**src/rtl/gpio_sc_pkg.sv**
```systemverilog
package gpio_sc_pkg;

  // Output-latch write style
  typedef enum logic [1:0] {
    OUT_DATA      = 2'd0,
    OUT_SET_ONLY  = 2'd1,
    OUT_SET_CLEAR = 2'd2
  } out_style_e;

  // Direction register presence and polarity
  typedef enum logic [1:0] {
    DIR_NONE        = 2'd0,
    DIR_HIGH_IS_OUT = 2'd1,
    DIR_HIGH_IS_IN  = 2'd2
  } dir_style_e;

  localparam int ADDR_W = 4;

  localparam logic [ADDR_W-1:0] OFS_DATA  = 4'h0;
  localparam logic [ADDR_W-1:0] OFS_SET   = 4'h4;
  localparam logic [ADDR_W-1:0] OFS_CLEAR = 4'h8;
  localparam logic [ADDR_W-1:0] OFS_DIR   = 4'hC;

endpackage

```
**src/rtl/gpio_lane_map.sv**
```systemverilog
// Maps between pin order and bus bit order. Bit reversal and byte swap
// are each their own inverse and commute, so one instance type serves
// both directions.
module gpio_lane_map #(
  parameter int WIDTH     = 32,
  parameter bit BIT_REV   = 1'b0,
  parameter bit BYTE_SWAP = 1'b0
) (
  input  logic [WIDTH-1:0] src,
  output logic [WIDTH-1:0] dst
);

  localparam int NBYTES = WIDTH / 8;

  logic [WIDTH-1:0] rev;

  if (BIT_REV) begin : g_rev
    for (genvar i = 0; i < WIDTH; i++) begin : g_bit
      assign rev[i] = src[WIDTH-1-i];
    end
  end else begin : g_norev
    assign rev = src;
  end

  if (BYTE_SWAP && (NBYTES > 1)) begin : g_swap
    for (genvar b = 0; b < NBYTES; b++) begin : g_byte
      assign dst[b*8 +: 8] = rev[(NBYTES-1-b)*8 +: 8];
    end
  end else begin : g_noswap
    assign dst = rev;
  end

endmodule

```
**src/rtl/gpio_in_sync.sv**
```systemverilog
// Two-flop synchronizer for the pad inputs.
module gpio_in_sync #(
  parameter int WIDTH = 32
) (
  input  logic             clk,
  input  logic             rst_n,
  input  logic [WIDTH-1:0] pad_in,
  output logic [WIDTH-1:0] synced
);

  logic [WIDTH-1:0] stage1_q;
  logic [WIDTH-1:0] stage2_q;

  always_ff @(posedge clk or negedge rst_n) begin
    if (!rst_n) begin
      stage1_q <= '0;
      stage2_q <= '0;
    end else begin
      stage1_q <= pad_in;
      stage2_q <= stage1_q;
    end
  end

  assign synced = stage2_q;

  // Edges seen since reset, saturating at 2, so the delay check never
  // looks back into reset.
  logic [1:0] settle_q;
  always_ff @(posedge clk or negedge rst_n) begin
    if (!rst_n)              settle_q <= 2'd0;
    else if (settle_q != 2'd2) settle_q <= settle_q + 2'd1;
  end


  sync_two_cycle_chk: assert property (@(posedge clk) disable iff (!rst_n)
    (settle_q == 2'd2) |-> (synced == $past(pad_in, 2)));

endmodule

```
**src/rtl/gpio_out_regs.sv**
```systemverilog
// Output latch and direction storage; all values here are in pin order.
module gpio_out_regs
  import gpio_sc_pkg::*;
#(
  parameter int         WIDTH     = 32,
  parameter out_style_e OUT_STYLE = OUT_SET_CLEAR,
  parameter dir_style_e DIR_STYLE = DIR_HIGH_IS_OUT
) (
  input  logic             clk,
  input  logic             rst_n,
  input  logic             ld_wr,
  input  logic             set_wr,
  input  logic             clr_wr,
  input  logic             dir_wr,
  input  logic [WIDTH-1:0] wval,
  output logic [WIDTH-1:0] latch_q,
  output logic [WIDTH-1:0] oe,
  output logic [WIDTH-1:0] dir_view
);

  localparam bit SET_REPLACES = (OUT_STYLE == OUT_SET_ONLY);

  always_ff @(posedge clk or negedge rst_n) begin
    if (!rst_n) begin
      latch_q <= '0;
    end else if (ld_wr) begin
      latch_q <= wval;
    end else if (set_wr) begin
      latch_q <= SET_REPLACES ? wval : (latch_q | wval);
    end else if (clr_wr) begin
      latch_q <= latch_q & ~wval;
    end
  end


  latch_hold_chk: assert property (@(posedge clk) disable iff (!rst_n)
    !(ld_wr || set_wr || clr_wr) |=> $stable(latch_q));

  if (OUT_STYLE == OUT_DATA) begin : g_ld_chk

    data_load_chk: assert property (@(posedge clk) disable iff (!rst_n)
      ld_wr |=> (latch_q == $past(wval)));
  end else if (OUT_STYLE == OUT_SET_ONLY) begin : g_so_chk

    set_replace_chk: assert property (@(posedge clk) disable iff (!rst_n)
      set_wr |=> (latch_q == $past(wval)));
  end else begin : g_sc_chk

    set_or_chk: assert property (@(posedge clk) disable iff (!rst_n)
      set_wr |=> (((latch_q & $past(wval)) == $past(wval)) &&
                  ((latch_q & ~$past(wval)) == ($past(latch_q) & ~$past(wval)))));

    clr_andn_chk: assert property (@(posedge clk) disable iff (!rst_n)
      clr_wr |=> (((latch_q & $past(wval)) == '0) &&
                  ((latch_q & ~$past(wval)) == ($past(latch_q) & ~$past(wval)))));
  end

  if (DIR_STYLE == DIR_NONE) begin : g_nodir
    logic unused_dir;
    assign unused_dir = dir_wr;
    assign oe         = '1;
    assign dir_view   = '0;
  end else begin : g_dir
    localparam bit INV = (DIR_STYLE == DIR_HIGH_IS_IN);
    logic [WIDTH-1:0] dir_q;

    // Reset value means "all pins input" in either polarity.
    always_ff @(posedge clk or negedge rst_n) begin
      if (!rst_n)      dir_q <= INV ? '1 : '0;
      else if (dir_wr) dir_q <= wval;
    end

    assign oe       = INV ? ~dir_q : dir_q;
    assign dir_view = dir_q;

    if (INV) begin : g_inv_chk

      dir_in_pol_chk: assert property (@(posedge clk) disable iff (!rst_n)
        dir_wr |=> (oe == ~$past(wval)));
    end else begin : g_pos_chk

      dir_out_pol_chk: assert property (@(posedge clk) disable iff (!rst_n)
        dir_wr |=> (oe == $past(wval)));
    end
  end

endmodule

```
**src/rtl/gpio_sc_port.sv**
```systemverilog
module gpio_sc_port
  import gpio_sc_pkg::*;
#(
  parameter int         WIDTH     = 32,
  parameter out_style_e OUT_STYLE = OUT_SET_CLEAR,
  parameter dir_style_e DIR_STYLE = DIR_HIGH_IS_OUT,
  parameter bit         BIT_REV   = 1'b0,
  parameter bit         BYTE_SWAP = 1'b0
) (
  input  logic              clk,
  input  logic              rst_n,
  input  logic              bus_wr,
  input  logic              bus_rd,
  input  logic [ADDR_W-1:0] bus_addr,
  input  logic [WIDTH-1:0]  bus_wdata,
  output logic [WIDTH-1:0]  bus_rdata,
  input  logic [WIDTH-1:0]  pad_in,
  output logic [WIDTH-1:0]  pad_out,
  output logic [WIDTH-1:0]  pad_oe
);

  localparam bit HAS_SET   = (OUT_STYLE != OUT_DATA);
  localparam bit HAS_CLEAR = (OUT_STYLE == OUT_SET_CLEAR);
  localparam bit HAS_DIR   = (DIR_STYLE != DIR_NONE);

  // build-time legality
  if (!(WIDTH == 8 || WIDTH == 16 || WIDTH == 32 || WIDTH == 64)) begin : g_bad_width
    $error("gpio_sc_port: WIDTH must be 8, 16, 32 or 64");
  end
  if (BYTE_SWAP && (WIDTH == 64)) begin : g_bad_swap
    $error("gpio_sc_port: byte swap is not available at width 64");
  end

  logic [WIDTH-1:0] wval_pin;
  logic [WIDTH-1:0] synced;
  logic [WIDTH-1:0] latch_q;
  logic [WIDTH-1:0] dir_view;
  logic [WIDTH-1:0] rd_pin;
  logic [WIDTH-1:0] rd_bus;
  logic             addr_hit;
  logic             ld_wr, set_wr, clr_wr, dir_wr;

  gpio_lane_map #(.WIDTH(WIDTH), .BIT_REV(BIT_REV), .BYTE_SWAP(BYTE_SWAP)) u_wmap (
    .src (bus_wdata),
    .dst (wval_pin)
  );

  gpio_in_sync #(.WIDTH(WIDTH)) u_sync (
    .clk    (clk),
    .rst_n  (rst_n),
    .pad_in (pad_in),
    .synced (synced)
  );

  // Write decode: registers the build does not have are never strobed.
  assign ld_wr  = bus_wr && (bus_addr == OFS_DATA)  && !HAS_SET;
  assign set_wr = bus_wr && (bus_addr == OFS_SET)   && HAS_SET;
  assign clr_wr = bus_wr && (bus_addr == OFS_CLEAR) && HAS_CLEAR;
  assign dir_wr = bus_wr && (bus_addr == OFS_DIR)   && HAS_DIR;

  gpio_out_regs #(.WIDTH(WIDTH), .OUT_STYLE(OUT_STYLE), .DIR_STYLE(DIR_STYLE)) u_regs (
    .clk      (clk),
    .rst_n    (rst_n),
    .ld_wr    (ld_wr),
    .set_wr   (set_wr),
    .clr_wr   (clr_wr),
    .dir_wr   (dir_wr),
    .wval     (wval_pin),
    .latch_q  (latch_q),
    .oe       (pad_oe),
    .dir_view (dir_view)
  );

  assign pad_out = latch_q;

  // Read select in pin order
  always_comb begin
    rd_pin   = '0;
    addr_hit = 1'b0;
    unique case (bus_addr)
      OFS_DATA: begin
        rd_pin   = synced;
        addr_hit = 1'b1;
      end
      OFS_SET: begin
        rd_pin   = HAS_SET ? latch_q : '0;
        addr_hit = HAS_SET;
      end
      OFS_DIR: begin
        rd_pin   = HAS_DIR ? dir_view : '0;
        addr_hit = HAS_DIR;
      end
      default: begin
        rd_pin   = '0;
        addr_hit = 1'b0;
      end
    endcase
  end

  gpio_lane_map #(.WIDTH(WIDTH), .BIT_REV(BIT_REV), .BYTE_SWAP(BYTE_SWAP)) u_rmap (
    .src (rd_pin),
    .dst (rd_bus)
  );

  always_ff @(posedge clk or negedge rst_n) begin
    if (!rst_n)      bus_rdata <= '0;
    else if (bus_rd) bus_rdata <= rd_bus;
  end


  unmapped_read_zero_chk: assert property (@(posedge clk) disable iff (!rst_n)
    (bus_rd && !addr_hit) |=> (bus_rdata == '0));


  reset_latch_chk: assert property (@(posedge clk) disable iff (!rst_n)
    $rose(rst_n) |-> (pad_out == '0));

  if (HAS_DIR) begin : g_rst_oe

    reset_all_input_chk: assert property (@(posedge clk) disable iff (!rst_n)
      $rose(rst_n) |-> (pad_oe == '0));
  end

endmodule

```
**config.mk**
```make
export PLATFORM = sky130hd
export DESIGN_NAME = gpio_sc_port
export DESIGN_NICKNAME = d
export VERILOG_FILES = /design/src/rtl/gpio_sc_pkg.sv /design/src/rtl/gpio_lane_map.sv /design/src/rtl/gpio_in_sync.sv /design/src/rtl/gpio_out_regs.sv /design/src/rtl/gpio_sc_port.sv
export SDC_FILE = /design/constraint.sdc
export NUM_CORES = 1
export LEC_CHECK = 0
export BUFFER_PORTS_ARGS = -buffer_cell sky130_fd_sc_hd__clkbuf_2
export CAP_MARGIN = 10
export CORE_MARGIN = 2
export CORE_UTILIZATION = 40
export DETAILED_ROUTE_END_ITERATION = 7
export PLACE_DENSITY = 0.71
export REMOVE_ABC_BUFFERS = 1
export SLEW_MARGIN = 20
export SYNTH_ARGS = -nofsm -noshare
export SYNTH_HDL_FRONTEND = slang
export SYNTH_HIERARCHICAL = 1
export SYNTH_SLANG_ARGS = --single-unit
```
**constraint.sdc**
```tcl
create_clock -name clk -period 2.65 [get_ports clk]
set_input_delay 0.53 -clock clk [delete_from_list [all_inputs] [get_ports clk]]
set_output_delay 0.53 -clock clk [all_outputs]
set_load 0.01 [all_outputs]
```
# Word level (Yosys, flattened, before mapping)
# Cells that the tools add are included.
# totals
word_cells	19
ff_bits	160
out_inout_bits	96
# op_classes
n_eq_ne	3
mux	3
reduce_logical	5
bitwise	3
# ops
operator	n
$pmux W32 S3	1
$mux W32	2
$and A32 B32 Y32	1
$not A32 Y32	1
$or A32 B32 Y32	1
$eq A4 B4 Y1 const B	2
$eq A4 B3 Y1 const B	1
$logic_not A4 Y1	1
$logic_and A1 B1 Y1	3
$reduce_bool A2 Y1	1

# Depth between registers and ports, before layout
# Gate-level depths: netlist (run 1).
# logic_depth
ltp_word	4
depth_mapped	8

# Modules after synthesis
# The synthesis (run 1) kept the hierarchy.
# by_module_without_submodules
module	seq_area_each_um2	area_per_inst_um2	cells_per_inst	instances
gpio_out_regs	1601.5	2747.6	208	1
gpio_sc_port	800.8	2120.8	152	1
gpio_in_sync	1601.5	1601.5	64	1
gpio_lane_map	0.0	240.2	32	2

# Worst setup path before layout (run 1)
# Ideal clock, no wire load.
# synth_timing
path_kind	in2reg
startpoint	input bus_addr[2]
endpoint	register u_regs.g_dir.dir_q[21], in the netlist u_regs/dir_view[21]
n_path_buf	4
arrival_time_ns	1.773
stages	7
slack_ns	0.752
required_time_ns	2.525
cell_sequence	buf_4 > and4bb_1 > buf_4 > and2_1 > buf_2 > buf_2 > mux2_2
# synth_via
elab_chain_cells	2
# synth_lines
item	line	source
from (decl)	gpio_sc_port.sv:14	input logic [ADDR_W-1:0] bus_addr,
$eq A4 B4 Y1	--	
$logic_and A1 B1 Y1	gpio_sc_port.sv:59	assign dir_wr = bus_wr && (bus_addr == OFS_DIR) && HAS_DIR;
named net dir_wr	gpio_sc_port.sv:41	logic ld_wr, set_wr, clr_wr, dir_wr;
to (signal assigned)	gpio_out_regs.sv:69	if (!rst_n) dir_q <= INV ? '1 : '0;
to (signal assigned)	gpio_out_regs.sv:70	else if (dir_wr) dir_q <= wval;
to (decl)	gpio_out_regs.sv:65	logic [WIDTH-1:0] dir_q;
# The timed path passes the listed nets, and every way through them passes these cells.
# A chain may end at the register's enable or synchronous reset.

==> metrics.md, run 1 <==
| Metric | Value |
|---|---|
| Max-capacitance violation count | 0 |
| # diodes | 0 |
| Clk pin slew, worst setup/hold paths | 0.06 ns |
| Area leader, netlist | dfrtp_1 |
| Leakage power | 3.73 nW |
| Die Width | between 100 and 150 microns |
| Dpl ws | 0.635 ns |
| Top cells by area, synth | dfrtp_1, buf_4, mux2_2 |
| Hold_ws | 0.118 ns |
| Area grow syn2layout | 12.7% |
| Ys Warns | 6 |
| Overall power | 5.96 mW |
| Fin cells | about 800 |
| Root Buffer | clkbuf_16 |
| Post-Syn Area | between 6000 and 7000 sq um |
| Multi-input gate area | 2010 sq um |
| Tot GR Track Use | 0.168 |
| Power per cell area | ~760 nW/um^2 |
| Worst-path maximum fanout | 32 |
| Routed Antenna Nets | 0 |
| DR pass1 iterations | 4 |
| Via Count | 4000 |
| Slew Viols, Final | 0 |
| Comb power frac | 0.127 |
| Fin nets | 631 |
| Layout Skew | between 0.008 and 0.009 ns |
| DRC violations left | 0 |
| Register Area | between 4000 and 5000 sq um |
| Initial antenna violation count | 0 |
| Final hold vios | 0 |
| Crit path largest cell delay | around 0.49 ns |
| Share of cells above drive strength 1 | 0.507 |
| VDD IR max | ~0.43 mV |
| DR iter-0 viols | ~230 |
| Setup Buffers After CTS | 0 |
| Final setup TNS | 0 ns |
| Register area share after synthesis | 0.576 |
| Core footprint | 17100 sq um |
| Slew HR | 0.552 |
| Cell Int Power | 4.43 mW |
| WL/cell | 18.8 microns |
| Yosys cell types | 20 |
| FILL cells | 1557 |
| Syn Area/Cell | 14.2 sq um |
| Sw Ratio | 0.257 |
| I/O Pins | 168 |
| Reg power frac | 0.481 |
| GR Overflow Total | 0 |
| Commonest non-fill, non-tap cells in the layout | clkbuf_2, dfrtp_1, mux2_2 |
| Slowest CP cell | or3_2 |
| CTS buffer count | 17 |
| Final wirelength | approximately 15 mm |
| Pin count of the biggest net entering global routing | 70 |
| Setup WS post-layout | 1.03 ns |
| DR vias/cell | ~5.0 |
| First-pass GRT wire length | 23.6 mm |
| Count of input and output buffers | 167 |
| FF-to-FF path depth | 3 |
| Worst endpoint required time | 3.00 ns |
| Leading cell type in the layout, fill and taps excluded | clkbuf_2 |
| Synthesized instance count | 488 |
| Post-cts resize count | 0 |
| Insertion delay to the later sink of the worst-skew pair | a little over 0.4 ns |
| Synth top area share | 0.576 |
| Seq cells post-synth | 160 |
| Crit. End Element | flip-flop |
| Routability congestion estimate | 0.725 |
| Starting Density | 0.406 |
| RSZ-0062 raised after global routing | false |
| Final-report setup violation count | 0 |
| Startpoint Class | primary input |
| Arrival time worst endpoint | 1.96 ns |
| Placed Cells | 765 |
| Clock sink total | 160 |
| Least-Margin Pin Slew | 0.671 ns |
| Fmax | 618 MHz |
| HP Class | in -> async |
| Setup Crit Path Kind | in -> reg |
| H-tree levels | 4 |
| CTS max path bufs | 2 |
| Status | completed |
| CP cell instances | clkbuf_2, or3_2, nor2_1, or2_1, buf_4, a32o_1 |
| Row count | 48 |
| Power share of the clock group | 0.392 |
| Tmin final | 1.62 ns |
| Die area | approximately 18000 sq um |
| Die Y | roughly 140 microns |
| Final worst path period share | 0.610 |
| Vias in the first global route | 4354 |
| Switch Pwr | 1.54 mW |
| TritonCTS clock tree | built |
| Hold buffer count at CTS | 0 |
| DP HPWL | 9.65 mm |
==> area by class of cell <==
class / instances / area share
multi-input cells: 202 / 0.256
clock buffers: 23 / 0.0623
flip-flops and latches: 160 / 0.511
repair buffers: 177 / 0.123
inverters: 1 / 0.000479
clock inverters: 9 / 0.0105
well taps: 225 / 0.0359
==> worst paths after layout <==
path                                      from                   to  slack (ns)
max                                bus_addr[1]            flip-flop        1.03
min                                      rst_n   u_sync/stage1_q[5]        0.12
max reg2reg                          flip-flop         bus_rdata[7]        1.58
min reg2reg                u_sync/stage1_q[30]    u_sync/synced[30]        0.35
max in group asynchronous                rst_n        bus_rdata[27]        1.80
min in group clk                    pad_in[11]  u_sync/stage1_q[11]        0.22
==> synth_stat cells <==
library cell  number
conb_1             1
buf_6             11
and4b_1            1
mux2i_1           32
o2bb2ai_1          3
a32o_1            32
clkbuf_1           1
or3_1              1
dfrtp_1          160
buf_2             16
o2bb2ai_2         29
inv_1              1
mux2_2            51
and4bb_1           1
and2_1             1
or2_1              1
mux2_1            13
nand2_1           33
nor2_1             2
buf_4             98
==> worst max-delay path, delay by kind of cell <==
family	cells	cell delay (ns)
AND/OR/NAND/NOR	3	0.72
buffers and inverters	2	0.49
AO/OA/AOI/OAI	1	0.20
==> power groups by stage <==
stage	logic [mW]	clock network [mW]	registers (mW)
after floorplan	0.263	0	2.96
final	0.758	2.34	2.87
after global placement	0.741	0	2.90
after CTS	0.768	2.40	2.87
after detailed placement	0.764	0	2.92
after global routing	0.827	2.50	2.90
==> cell families after synthesis <==
family | count (synthesis) | share of synthesized area
DFF | 160 | 0.576
and+or+nand+nor | 40 | 0.0248
other | 1 | 0.000540
muxes | 96 | 0.150
buffers and inverters | 127 | 0.136
AOI/OAI and AO/OA | 64 | 0.113
==> routing by layer <==
layer	global-route usage	part of all wire
met1	0.217	0.44
met4	0.0579	0.013
met2	0.281	0.51
met3	0.0365	0.043
met5	0	0
==> per-stage QoR <==
step	area, sq um	utilization
5_1_grt	7830	0.458
3_5_place_dp	7260	0.424
6_report	7830	0.458
4_1_cts	7830	0.458
3_3_place_gp	7260	0.424
2_1_floorplan	6010	-
Power figures use the tool's default switching activity.
==> run 2: changes to the inputs <==
- ABC_AREA: not set -> 1
- PLACE_DENSITY: 0.71 -> 0.73
- clock period: 2.65 -> 1.4 ns (I/O delays scaled with it)
==> metrics.md, run 2 <==
| Metric | Value |
|---|---|
| Post-Syn Area | 7150 sq um |
| CP bufs+invs | 1 |
| Count of input and output buffers | roughly 170 |
| DR pass1 iterations | 5 |
| First-pass GRT wire length | 26.4 mm |
| FILL cells | 1623 |
| Met1 wire length | ~7.7 mm |
| Die Width | 138 microns |
| Area grow syn2layout | 20.5% |
| Hold_ws | 0.0904 ns |
| Top_reg_cell synth | dfrtp_1 |
| DRC violations left | 0 |
| Initial antenna violation count | 0 |
| FF-to-FF path depth | 4 |
| Switch Pwr | 3.14 mW |
| Status | completed |
| CP cell instances | clkbuf_2 |
| Insertion delay to the later sink of the worst-skew pair | between 0.4 and 0.5 ns |
| Fin nets | 927 |
| Synth top area share | 0.560 |
| Final-report setup violation count | 0 |
| Slowest CP cell | dfrtp_1 |
| I/O Pins | 168 |
| DP HPWL | 11.2 mm |
| Flop-to-flop setup slack | 0.53 ns |
| Setup WS post-layout | 0.154 ns |
| Row count | 48 |
| Power share of the clock group | 0.409 |
| Routed Antenna Nets | 0 |
| Share of cells above drive strength 1 | 0.310 |
| Max-capacitance violation count | 0 |
| Syn Area/Cell | 9.66 sq um |
| Final worst path period share | 0.890 |
| Layout Skew | 0.00605 ns |
| Crit. End Element | output port |
| DP Area | 7660 sq um |
| Overall power | 12.0 mW |
| Top cells by area, synth | dfrtp_1, buf_4, nand3_1 |
| Sw Ratio | 0.261 |
| Crit path largest cell delay | around 0.41 ns |
| Vias in the first global route | 5000 |
| Least-Margin Pin Slew | around 0.53 ns |
| Post-route cell area | 8620 sq um |
| GR Overflow Total | 0 |
| Worst endpoint required time | 1.12 ns |
| Synthesized instance count | approximately 740 |
| Reg power frac | 0.452 |
| Pin count of the biggest net entering global routing | 84 |
| Final hold vios | 0 |
| # diodes | 0 |
| WL/cell | 15.3 microns |
| Die area | 19000 sq um |
| Final setup TNS | 0 ns |
| Post-synth ARST share | 1.00 |
| Leakage power | 4.29 nW |
| Setup Crit Path Kind | reg -> out |
| Die Y | 138 microns |
| Final wirelength | 16.7 mm |
| Count leader, synth | dfrtp_1 |
| DR iter-0 viols | 181 |
| Leading cell type in the layout, fill and taps excluded | clkbuf_2 |
| Comb power frac | 0.140 |
| Fmax | 802 MHz |
| Routability congestion estimate | 0.728 |
| Dpl ws | -0.0857 ns |
| CTS max path bufs | 2 |
| Slew Viols, Final | 0 |
| Largest family of logic cells by synthesized area | simple AND/OR/NAND/NOR gates |
| Root Buffer | clkbuf_16 |
| Synth Area in Adders | 0 |
| Seq cells post-synth | 160 |
| Worst-path maximum fanout | 3 |
| TritonCTS clock tree | built |
| Family with the most delay on the worst path | flip-flops |
| Commonest non-fill, non-tap cells in the layout | clkbuf_2, dfrtp_1, nand2_1 |
| Register area share after synthesis | 0.560 |
| Startpoint Class | flip-flop |
| Starting Density | 0.411 |
| Metal2 WL | just under 8 mm |
| Clock sink total | 160 |
| Area leader, netlist | dfrtp_1 |
| Clk pin slew, worst setup/hold paths | approximately 0.060 ns |
| Tmin final | 1.25 ns |
| Via Count | 5113 |
| VDD IR max | 0.809 mV |
| EDFF count, synth | 0 |
| Simple-gate share of the synthesized area | 0.216 |
| Power per cell area | approximately 1400 nW/um^2 |
| Core footprint | 17400 sq um |
| Xor and xnor fraction of the mapped netlist area | 0 |
| Arrival time worst endpoint | between 0.9 and 1 ns |
| DR top layer | met4 |
| CTS buffer count | 17 |
| DR vias/cell | approximately 4.7 |
| Ys Warns | 6 |
| Post-cts resize count | 0 |
| Hold Path Origin | bus_wdata[21] |
| Post-synth top cells | dfrtp_1, nand2_1, nand3_1, buf_4, inv_1 |
| Worst path depth | 1 |
| Tot GR Track Use | 0.185 |
| H-tree levels | 4 |
| Post-synthesis mux area share | 0.0409 |
| Cell Int Power | between 8 and 9 mW |
| Yosys cell types | 22 |
| HP Class | in -> reg |
| Hold path cells | 3 |
| RSZ-0062 raised after global routing | false |
| Synth Area in Compound Gates | 0.0266 |
| Slew HR | 0.649 |
| Met3 WL | 936 microns |
| RR Endpoint | bus_rdata[25] |
| Reg-to-Reg Start | u_regs/dir_view[25] |
-- run 2: cell types whose count changed after synthesis, sizes merged, moves of 38 or more --
cell	previous run	this run
nand2	33	171
inv	1	42
nand3	0	128
mux2	64	26
-- run 2: worst max path at each step --
stage	from	endpoint	slack, ns
after floorplan	bus_addr[1]	u_regs/dir_view[0]	-2.17
after global placement	bus_addr[1]	u_regs/dir_view[11]	-0.06
after detailed placement	bus_addr[1]	u_regs/dir_view[19]	-0.09
after CTS	u_regs/dir_view[21]	pad_oe[21]	0.13
after global routing	flip-flop	pad_out[17]	0.09
final	flip-flop	pad_out[17]	0.15
-- run 2: cell type report --
| cell class | count | area (sq um) | area share |
|---|---|---|---|
| clock buffer | 19 | 443 | 0.0514 |
| clock inverter | 13 | 185 | 0.0215 |
| inverter | 42 | 158 | 0.0183 |
| multi-input combinational | 413 | 2080 | 0.241 |
| sequential | 160 | 4000 | 0.465 |
| tap | 225 | 282 | 0.0327 |
| timing repair buffer | 221 | 1470 | 0.170 |
-- run 2: kinds of logic (layout without fill, tap and decap cells) --
logic type / after synthesis / in the layout
AND/OR/NAND/NOR: 339 / 339
buffers and inverters: 177 / 295
flip-flops: 160 / 160
AO/OA/AOI/OAI: 38 / 38
multiplexers: 26 / 26
other: 1 / 10
-- run 2: metrics by stage --
| step | util | cells |
|---|---|---|
| 4_1_cts | 0.495 | 1093 |
| 6_report | 0.495 | 1093 |
| 5_1_grt | 0.495 | 1093 |
| 3_3_place_gp | 0.440 | 1028 |
| 2_1_floorplan | - | 615 |
| 3_5_place_dp | 0.440 | 1028 |
-- run 2: layer usage --
metal / GRT usage / vias to the layer above
li1: - / 2492
met3: 0.0475 / 12
met2: 0.292 / 155
met1: 0.255 / 2454
met4: 0.0471 / 0
met5: 0 / -
-- run 2: worst register-to-register path: cells and delay by family (launching register included) --
kind | cells | cell delay (ns)
and+or+nand+nor | 3 | 0.26
AOI/OAI and AO/OA | 1 | 0.07
DFF | 1 | 0.42
-- run 2: timing repair --
action / in CTS / in global routing
hold buffers: 33 / 0
hold endpoints to repair: 192 / 0
setup endpoints to repair: 0 / 0
buffers inserted: 0 / 0
-- run 2: power groups by stage --
| stage | combinational [mW] | clock (mW) | sequential [mW] |
|---|---|---|---|
| final | 1.68 | 4.91 | 5.43 |
| after global routing | 1.86 | 5.28 | 5.49 |
| after CTS | 1.69 | 5.04 | 5.43 |
| after detailed placement | 1.62 | 0 | 5.51 |
| after global placement | 1.57 | 0 | 5.50 |
| after floorplan | 0.541 | 0 | 5.62 |
==> run 3: changes to the inputs <==
- CTS_BUF_LIST: not set -> sky130_fd_sc_hd__clkbuf_2
- RECOVER_POWER: not set -> 100
==> metrics.md, run 3 (same netlist as run 2, synthesis figures left out) <==
| Metric | Value |
|---|---|
| Multi-input gate area | 2080 sq um |
| FF-to-FF path depth | 6 |
| Vias in the first global route | 5627 |
| Final hold vios | 0 |
| WL/cell | 15.4 microns |
| Tot GR Track Use | 0.201 |
| Least-Margin Pin Slew | 1.11 ns |
| Final-report setup violation count | 96 |
| Die area | between 15000 and 20000 sq um |
| Leading cell type in the layout, fill and taps excluded | clkbuf_2 |
| Via Count | 5737 |
| Tmin final | 1.59 ns |
| H-tree levels | 4 |
| Status | finished, violations left |
| CP cell instances | clkbuf_2 |
| CTS buffer count | 17 |
| Worst-path maximum fanout | 2 |
| Flop-to-flop setup slack | 0.27 ns |
| HP Class | in -> reg |
| Commonest non-fill, non-tap cells in the layout | clkbuf_2, dfrtp_1, nand2_1 |
| Failing checks | negative setup slack |
| Slowest CP cell | dfrtp_1 |
| Max-capacitance violation count | 0 |
| First-pass GRT wire length | between 20 and 30 mm |
| Arrival time worst endpoint | 1.31 ns |
| I/O Pins | roughly 170 |
| CP bufs+invs | 1 |
| Final wirelength | 18.9 mm |
| DP HPWL | 11.2 mm |
| FILL cells | 1546 |
| Setup Crit Path Kind | reg -> out |
| Root Buffer | clkbuf_2 |
| Worst endpoint required time | between 1 and 1.5 ns |
| CTS max path bufs | 2 |
| Final worst path period share | 1.14 |
| Initial antenna violation count | 0 |
| Setup WS post-layout | -0.190 ns |
| Routability congestion estimate | 0.728 |
| Routed Antenna Nets | 0 |
| Final Util | 0.538 |
| Die Width | 138 microns |
| Slew HR | 0.263 |
| RR Endpoint | bus_rdata[25] |
| Hold_ws | 0.169 ns |
| Power per cell area | 1140 nW/um^2 |
| Share of cells above drive strength 1 | 0.349 |
| Hold path cells | 6 |
| Count of input and output buffers | about 170 |
| WHS Endpoint | u_regs/dir_view[26] |
| # diodes | 0 |
| Final setup TNS | -13.77 ns |
| Starting Density | 0.411 |
| Hold Path Origin | bus_wr |
| Core footprint | 17400 sq um |
| Dpl ws | -0.0857 ns |
| Die Y | 138 microns |
| Register Area | about 4000 sq um |
| Insertion delay to the later sink of the worst-skew pair | 0.70 ns |
| GR Overflow Total | 0 |
| VDD IR max | 0.679 mV |
| DRC violations left | 0 |
| DR iter-0 viols | 270 |
| Fmax | 629 MHz |
| Fin nets | 1060 |
| Startpoint Class | flip-flop |
| Clock sink total | 160 |
| Leakage power | around 4.7 nW |
| Family with the most delay on the worst path | flip-flops |
| RSZ-0062 raised after global routing | true |
| TritonCTS clock tree | built |
| Pin count of the biggest net entering global routing | 84 |
| Area grow syn2layout | 30.9% |
| Slew Viols, Final | 0 |
| DR pass1 iterations | 5 |
| DR vias/cell | 4.68 |
| Crit path largest cell delay | 0.46 ns |
| Layout Skew | just under 0.03 ns |
| Clk pin slew, worst setup/hold paths | 0.24 ns |
| Row count | 48 |
| Crit. End Element | output port |
## run 3: per-layer routing
layer  vias up  GRT usage  part of all wire
met5         -          0                 0
met4         0     0.0567             0.014
met3        21     0.0537             0.062
met2       207      0.329              0.49
met1      2750      0.263              0.43
li1       2759          -                 -
## run 3: power breakdown
group / switching [mW] / total, mW / internal [mW]
clock network: 1.68 / 2.86 / 1.18
logic: 1.21 / 2.51 / 1.29
registers: 0.263 / 5.35 / 5.09
total: 3.15 / 10.7 / 7.56
## run 3: timing repair
action                     4_1_cts  5_1_grt
setup endpoints to repair       96       96
cloned                           0        0
resized for setup                0       39
hold endpoints to repair       288        0
hold buffers                    67        0
setup buffers                   67       32
## run 3: worst max path at each step
stage	depth (start not counted)	slack (ns)	end	from
5_1_grt	1	-0.35	pad_oe[11]	u_regs/dir_view[11]
3_3_place_gp	6	-0.06	u_regs/dir_view[11]	bus_addr[1]
2_1_floorplan	4	-2.17	u_regs/dir_view[0]	bus_addr[1]
4_1_cts	1	-0.31	pad_out[15]	flip-flop
6_report	1	-0.19	pad_oe[11]	u_regs/dir_view[11]
3_5_place_dp	6	-0.09	u_regs/dir_view[19]	bus_addr[1]
## run 3: per-stage QoR
step	std cells	power (mW)	instance area (sq um)
floorplan	615	6.16	6220
finish	1226	10.7	9370
CTS	1194	10.6	9110
detailed placement	1028	7.13	7660
global placement	1028	7.07	7660
global route	1226	11.3	9370
## run 3: final cells by class
class                   count  area share
repair buffers            354       0.274
clock inverters            14      0.0202
well taps                 225      0.0301
inverters                  42      0.0168
clock buffers              18     0.00962
multi-input cells         413       0.222
flip-flops and latches    160       0.428
